===== config.mk =====
export PLATFORM = sky130hd
export DESIGN_NAME = row_readout_seq
export DESIGN_NICKNAME = d
export VERILOG_FILES = /design/src/rtl/rr_pkg.sv /design/src/rtl/rr_phase_timer.sv /design/src/rtl/rr_row_buffer.sv /design/src/rtl/rr_fsm.sv /design/src/rtl/row_readout_seq.sv
export SDC_FILE = /design/constraint.sdc
export NUM_CORES = 1
export LEC_CHECK = 0
export BUFFER_PORTS_ARGS = -buffer_cell sky130_fd_sc_hd__buf_2
export CORE_MARGIN = 3
export CORE_UTILIZATION = 54
export DETAILED_ROUTE_END_ITERATION = 6
export GPL_TIMING_DRIVEN = 0
export PLACE_DENSITY = 0.8
export SYNTH_ARGS = -nofsm -noshare
export SYNTH_HDL_FRONTEND = slang
export SYNTH_SLANG_ARGS = --single-unit

===== constraint.sdc =====
create_clock -name clk -period 8.2 [get_ports clk]
set_clock_uncertainty 0.05 [all_clocks]
set_input_delay 0 -clock clk [delete_from_list [all_inputs] [get_ports clk]]
set_output_delay 0 -clock clk [all_outputs]
set_load 0.02 [all_outputs]

===== src/rtl/rr_pkg.sv =====
package rr_pkg;

    typedef enum logic [2:0] {
        ST_IDLE,
        ST_PRE,
        ST_HIZ,
        ST_ACC,
        ST_LAT,
        ST_OUT,
        ST_DONE
    } rr_state_e;

    typedef struct packed {
        logic precharge;
        logic bus_hiz;
        logic access_en;
        logic latch_en;
        logic dvalid;
        logic done;
    } rr_ctrl_t;

    function automatic rr_ctrl_t ctrl_of(rr_state_e s);
        rr_ctrl_t c;
        c = '0;
        case (s)
            ST_PRE:  c.precharge = 1'b1;
            ST_HIZ:  c.bus_hiz   = 1'b1;
            ST_ACC: begin
                c.bus_hiz   = 1'b1;
                c.access_en = 1'b1;
            end
            ST_LAT: begin
                c.bus_hiz   = 1'b1;
                c.access_en = 1'b1;
                c.latch_en  = 1'b1;
            end
            ST_OUT:  c.dvalid = 1'b1;
            ST_DONE: c.done   = 1'b1;
            default: c = '0;
        endcase
        return c;
    endfunction

endpackage


===== src/rtl/rr_phase_timer.sv =====
module rr_phase_timer #(
    parameter int LEN_W = 4
) (
    input  logic             clk,
    input  logic             rst,
    input  logic             load,
    input  logic [LEN_W-1:0] len,
    output logic             expired
);
    logic [LEN_W-1:0] cnt;

    always_ff @(posedge clk) begin
        if (rst) begin
            cnt <= '0;
        end else if (load) begin
            cnt <= (len == '0) ? '0 : len - 1'b1;
        end else if (cnt != '0) begin
            cnt <= cnt - 1'b1;
        end
    end

    assign expired = (cnt == '0);
endmodule


===== src/rtl/rr_row_buffer.sv =====
module rr_row_buffer #(
    parameter int COLS   = 64,
    parameter int WORD_W = 4,
    localparam int COL_W = $clog2(COLS)
) (
    input  logic                   clk,
    input  logic                   rst,
    input  logic                   capture,
    input  logic [COLS*WORD_W-1:0] row_in,
    input  logic [COL_W-1:0]       col_idx,
    output logic [WORD_W-1:0]      word_out
);
    logic [WORD_W-1:0] words [COLS];

    for (genvar g = 0; g < COLS; g++) begin : g_col
        always_ff @(posedge clk) begin
            if (rst) begin
                words[g] <= '0;
            end else if (capture) begin
                words[g] <= row_in[g*WORD_W +: WORD_W];
            end
        end
    end

    assign word_out = words[col_idx];
endmodule


===== src/rtl/rr_fsm.sv =====
module rr_fsm
    import rr_pkg::*;
#(
    parameter int ROWS  = 64,
    parameter int COLS  = 64,
    parameter int LEN_W = 4,
    localparam int ROW_W = $clog2(ROWS),
    localparam int COL_W = $clog2(COLS)
) (
    input  logic             clk,
    input  logic             rst,
    input  logic             start,
    input  logic             sense_ready,
    input  logic [LEN_W-1:0] pre_len,
    input  logic [LEN_W-1:0] hiz_len,
    input  logic             tmr_expired,
    output logic             tmr_load,
    output logic [LEN_W-1:0] tmr_len,
    output rr_state_e        state,
    output logic [ROW_W-1:0] row,
    output logic [COL_W-1:0] col
);
    localparam logic [ROW_W-1:0] ROW_LAST = ROW_W'(ROWS - 1);
    localparam logic [COL_W-1:0] COL_LAST = COL_W'(COLS - 1);

    rr_state_e state_n;
    logic      col_end;
    logic      row_end;

    assign col_end = (col == COL_LAST);
    assign row_end = (row == ROW_LAST);

    always_comb begin
        state_n  = state;
        tmr_load = 1'b0;
        tmr_len  = pre_len;
        case (state)
            ST_IDLE: if (start) begin
                state_n  = ST_PRE;
                tmr_load = 1'b1;
            end
            ST_PRE: if (tmr_expired) begin
                state_n  = ST_HIZ;
                tmr_load = 1'b1;
                tmr_len  = hiz_len;
            end
            ST_HIZ: if (tmr_expired) begin
                state_n  = ST_ACC;
                tmr_load = 1'b1;
                tmr_len  = '0;
            end
            ST_ACC: if (tmr_expired && sense_ready) begin
                state_n = ST_LAT;
            end
            ST_LAT: state_n = ST_OUT;
            ST_OUT: if (col_end) begin
                if (row_end) begin
                    state_n = ST_DONE;
                end else begin
                    state_n  = ST_PRE;
                    tmr_load = 1'b1;
                end
            end
            ST_DONE: state_n = ST_IDLE;
            default: state_n = ST_IDLE;
        endcase
    end

    always_ff @(posedge clk) begin
        if (rst) begin
            state <= ST_IDLE;
            row   <= '0;
            col   <= '0;
        end else begin
            state <= state_n;
            if (state == ST_OUT && !col_end) begin
                col <= col + 1'b1;
            end else begin
                col <= '0;
            end
            if (state == ST_DONE) begin
                row <= '0;
            end else if (state == ST_OUT && col_end && !row_end) begin
                row <= row + 1'b1;
            end
        end
    end
endmodule


===== src/rtl/row_readout_seq.sv =====
module row_readout_seq
    import rr_pkg::*;
#(
    parameter int ROWS   = 64,
    parameter int COLS   = 64,
    parameter int WORD_W = 4,
    parameter int LEN_W  = 4
) (
    input  logic                     clk,
    input  logic                     rst,
    input  logic                     start,
    input  logic [LEN_W-1:0]         pre_len,
    input  logic [LEN_W-1:0]         hiz_len,
    input  logic [LEN_W-1:0]         acc_len,
    input  logic                     sense_ready,
    input  logic [COLS*WORD_W-1:0]   row_data,
    output logic                     precharge,
    output logic                     bus_hiz,
    output logic                     access_en,
    output logic                     latch_en,
    output logic [$clog2(ROWS)-1:0]  row_sel,
    output logic [WORD_W-1:0]        dout,
    output logic                     dvalid,
    output logic                     done
);
    localparam int COL_W = $clog2(COLS);

    rr_state_e        state;
    rr_ctrl_t         ctrl;
    logic             tmr_load;
    logic             tmr_expired;
    logic [LEN_W-1:0] fsm_len;
    logic [LEN_W-1:0] tmr_len;
    logic [COL_W-1:0] col;

    rr_fsm #(
        .ROWS (ROWS),
        .COLS (COLS),
        .LEN_W(LEN_W)
    ) u_fsm (
        .clk        (clk),
        .rst        (rst),
        .start      (start),
        .sense_ready(sense_ready),
        .pre_len    (pre_len),
        .hiz_len    (hiz_len),
        .tmr_expired(tmr_expired),
        .tmr_load   (tmr_load),
        .tmr_len    (fsm_len),
        .state      (state),
        .row        (row_sel),
        .col        (col)
    );

    // The access phase length comes straight from the port when entering access.
    assign tmr_len = (state == ST_HIZ) ? acc_len : fsm_len;

    rr_phase_timer #(
        .LEN_W(LEN_W)
    ) u_timer (
        .clk    (clk),
        .rst    (rst),
        .load   (tmr_load),
        .len    (tmr_len),
        .expired(tmr_expired)
    );

    rr_row_buffer #(
        .COLS  (COLS),
        .WORD_W(WORD_W)
    ) u_buf (
        .clk     (clk),
        .rst     (rst),
        .capture (ctrl.latch_en),
        .row_in  (row_data),
        .col_idx (col),
        .word_out(dout)
    );

    assign ctrl      = ctrl_of(state);
    assign precharge = ctrl.precharge;
    assign bus_hiz   = ctrl.bus_hiz;
    assign access_en = ctrl.access_en;
    assign latch_en  = ctrl.latch_en;
    assign dvalid    = ctrl.dvalid;
    assign done      = ctrl.done;
endmodule


==> results.toml <==
[logic_synthesis]
synthTopCellsByArea = "edfxtp_1 (61%), and2_1 (13%), mux4_2 (12%)"
syn_area_sq_um = 12600
synth_edf_count = 256
ys.flop_type = "edfxtp_1"
synth.avg_cell_area_sq_um = 14.9
netlist.area_leader.share_pct = 60.8
ys_ff_latch = 275
yosysWarnings = 0
seq_area_frac_synth_pct = 63.8
yosysTopAreaCell = "edfxtp_1"
synthCells = 851
ys_types = 54
synth_most_common_cell = "and2_1"
syn_nets = 1126
ys_top_cells_by_count = "and2_1 (259), edfxtp_1 (256), mux4_2 (67), clkbuf_1 (37), nor2_1 (28)"
postSynth.asyncResetShare_pct = 0

[timing]
period_needed_ps = 3740
final-max-slew-violation-count = 0
min_period_over_period_pct = 45.6
fmax_mhz = 267
slew_headroom_pct = 36.7
finalHoldViolCount = 0
tightest_slew_ps = 950
rsz0062_at_grt = "no"
final-setup-viol-count = 0

[place]
dpl.hpwl_microns = 22400
io_buffer_count = 287
dp_cells = 1454
gp_congestion = 0.824

[global_route]
grt_pass1_vias = 11000
grt-ovfl-total = 0
grtUsageTotal_pct = 32.9
grt_max_degree = 78
grt_first_pass_wirelength_microns = 63500
grt_antenna_before_repair = 3

[floorplan]
ios = 288
start_util_pct = 55.3
num_rows = 55
die_w_microns = 159
coreArea_sq_um = 22800
dieArea_sq_um = 25300
dieHeight_microns = 159

[worst_setup_path]
timing.rr.start = "u_timer.cnt[0]"
crit_path_max_fanout = 8
arrival_ps = 4170
worstPathRequired_ps = 8630
crit_start = "u_timer.cnt[0]"
startpoint_type = "flip-flop"
worstSetupPathType = "reg -> reg"
cp-end-kind = "flip-flop"

[routing]
first_pass_iters = 5
wl_per_cell_microns = 23.3
postRouteAntennaNets = 0
finalWirelength_microns = 41400
via_per_inst = 5.58
drc = 0
vias = 9918
drt_iter0_drc = 956

[layout]
drive_above_1_share_pct = 29.2
multi_input_area_sq_um = 4300
fin_nets = 1715
fillers = 1225
finalNonFillerCells = 1779
regArea_sq_um = 8070
post-route-util_pct = 79.6
area_growth_pct = 43.9

[clocking]
cts.htree.levels = 1
clockBufferDepth = 3
cts_made_buffers = 28
cts_tree = "built"
ctsResizeCount = 0
clk_pin_slew_worst_paths_ps = 60
worstSkewPairLatency_ps = 530
clock_sinks = 275
hold_buffers = 269
cts_setup_buffers = 0
cts_root_buffer = "clkbuf_16"

[worst_hold_path]
hp-start = "start"
hp-class = "in -> reg"

[power_and_ir_drop]
p_leak_nw = 7.21
power_mw = 3.44
vdd_drop_max_mv = 0.138
powerDensity_nw_per_um2 = 189

[job]
maxCapViolCount = 0

[status]
status = "complete, no violations"
## kinds of logic (layout without fill, tap and decap cells)
family                     count (synthesis)  in the layout  synth area share [%]
and+or+nand+nor                          357            357                  16.8
xor gates and xnor gates                  10             10                 0.693
AOI/OAI and AO/OA                         58             58                  3.27
muxes                                     79             79                  12.9
other                                      0              4                     0
buffers and inverters                     69            680                  2.25
adders and majority gates                  3              3                 0.297
DFF                                      275            275                  63.8
## layout make-up
type / instances / share of cell area [%]
Inverter: 10 / 0.206
Tap cell: 313 / 2.15
Clock inverter: 17 / 1.02
Buffer: 59 / 1.35
Clock buffer: 35 / 4.11
Multi-Input combinational cell: 507 / 23.6
Antenna cell: 4 / 0.0550
Timing Repair Buffer: 559 / 23.1
Sequential cell: 275 / 44.3
## metrics by stage
| step | hold slack [ps] | instance area, sq um | TNS (ps) | setup slack [ps] |
|---|---|---|---|---|
| floorplan | 148 | 12600 | 0 | 911 |
| global placement | 227 | 14500 | -336510 | -1330 |
| detailed placement | 229 | 14600 | 0 | 5070 |
| CTS | 30.6 | 18200 | 0 | 4490 |
| global route | 109 | 18200 | 0 | 4240 |
| finish | 48.5 | 18200 | 0 | 4460 |
## where the power goes
group	internal (mW)	leakage [nW]	switching, mW
Clock	0.772	0.453	0.546
Combinational	0.260	3.96	0.219
Sequential	1.61	2.80	0.0310
Total	2.64	7.21	0.795
## cell usage in the layout, fill, tap and decap left out, types with 11 or more instances in the layout
cell	count
buf_2	301
dlygate4sd3_1	269
and2_1	259
edfxtp_1	256
mux4_2	67
clkbuf_1	43
clkbuf_16	29
nor2_1	28
dfxtp_1	19
nand2_1	18
mux2i_1	12
o21ai_0	12
a22oi_1	11
## path summary, 6_finish.rpt
kind                    endpoint  slack (ps)  cells after the start
setup reg to reg  u_timer.cnt[1]        4460                     11
setup / recovery  u_timer.cnt[1]        4460                     11
hold reg to reg     u_fsm.row[1]         470                      2
hold / removal    u_fsm.state[1]          50                      5
## worst max-delay path, stage by stage, from the launching register on
cell	delay [ps]
dfxtp_1	320
inv_1	80
ha_1	210
or3b_1	370
buf_6	150
o32a_1	310
o21ai_0	90
dlygate4sd3_1	610
o211ai_1	90
dlygate4sd3_1	580
a311oi_1	240
dlygate4sd3_1	580
## sequential cells by signal, indices dropped and copies added (netlist names)
register / cells
u_fsm.state: 3
u_buf.words: 256
u_fsm.col: 6
u_fsm.row: 6
u_timer.cnt: 4
## metal layers
metal	share of wire, %	vias up	wire length [microns]	GRT usage, %
li1	-	4331	-	-
met1	35	4849	14400	39.1
met2	52	579	21500	58.0
met3	7.6	159	3130	5.75
met4	5.8	0	2380	16.8
met5	0	-	0	0
Power figures use the tool's default switching activity.
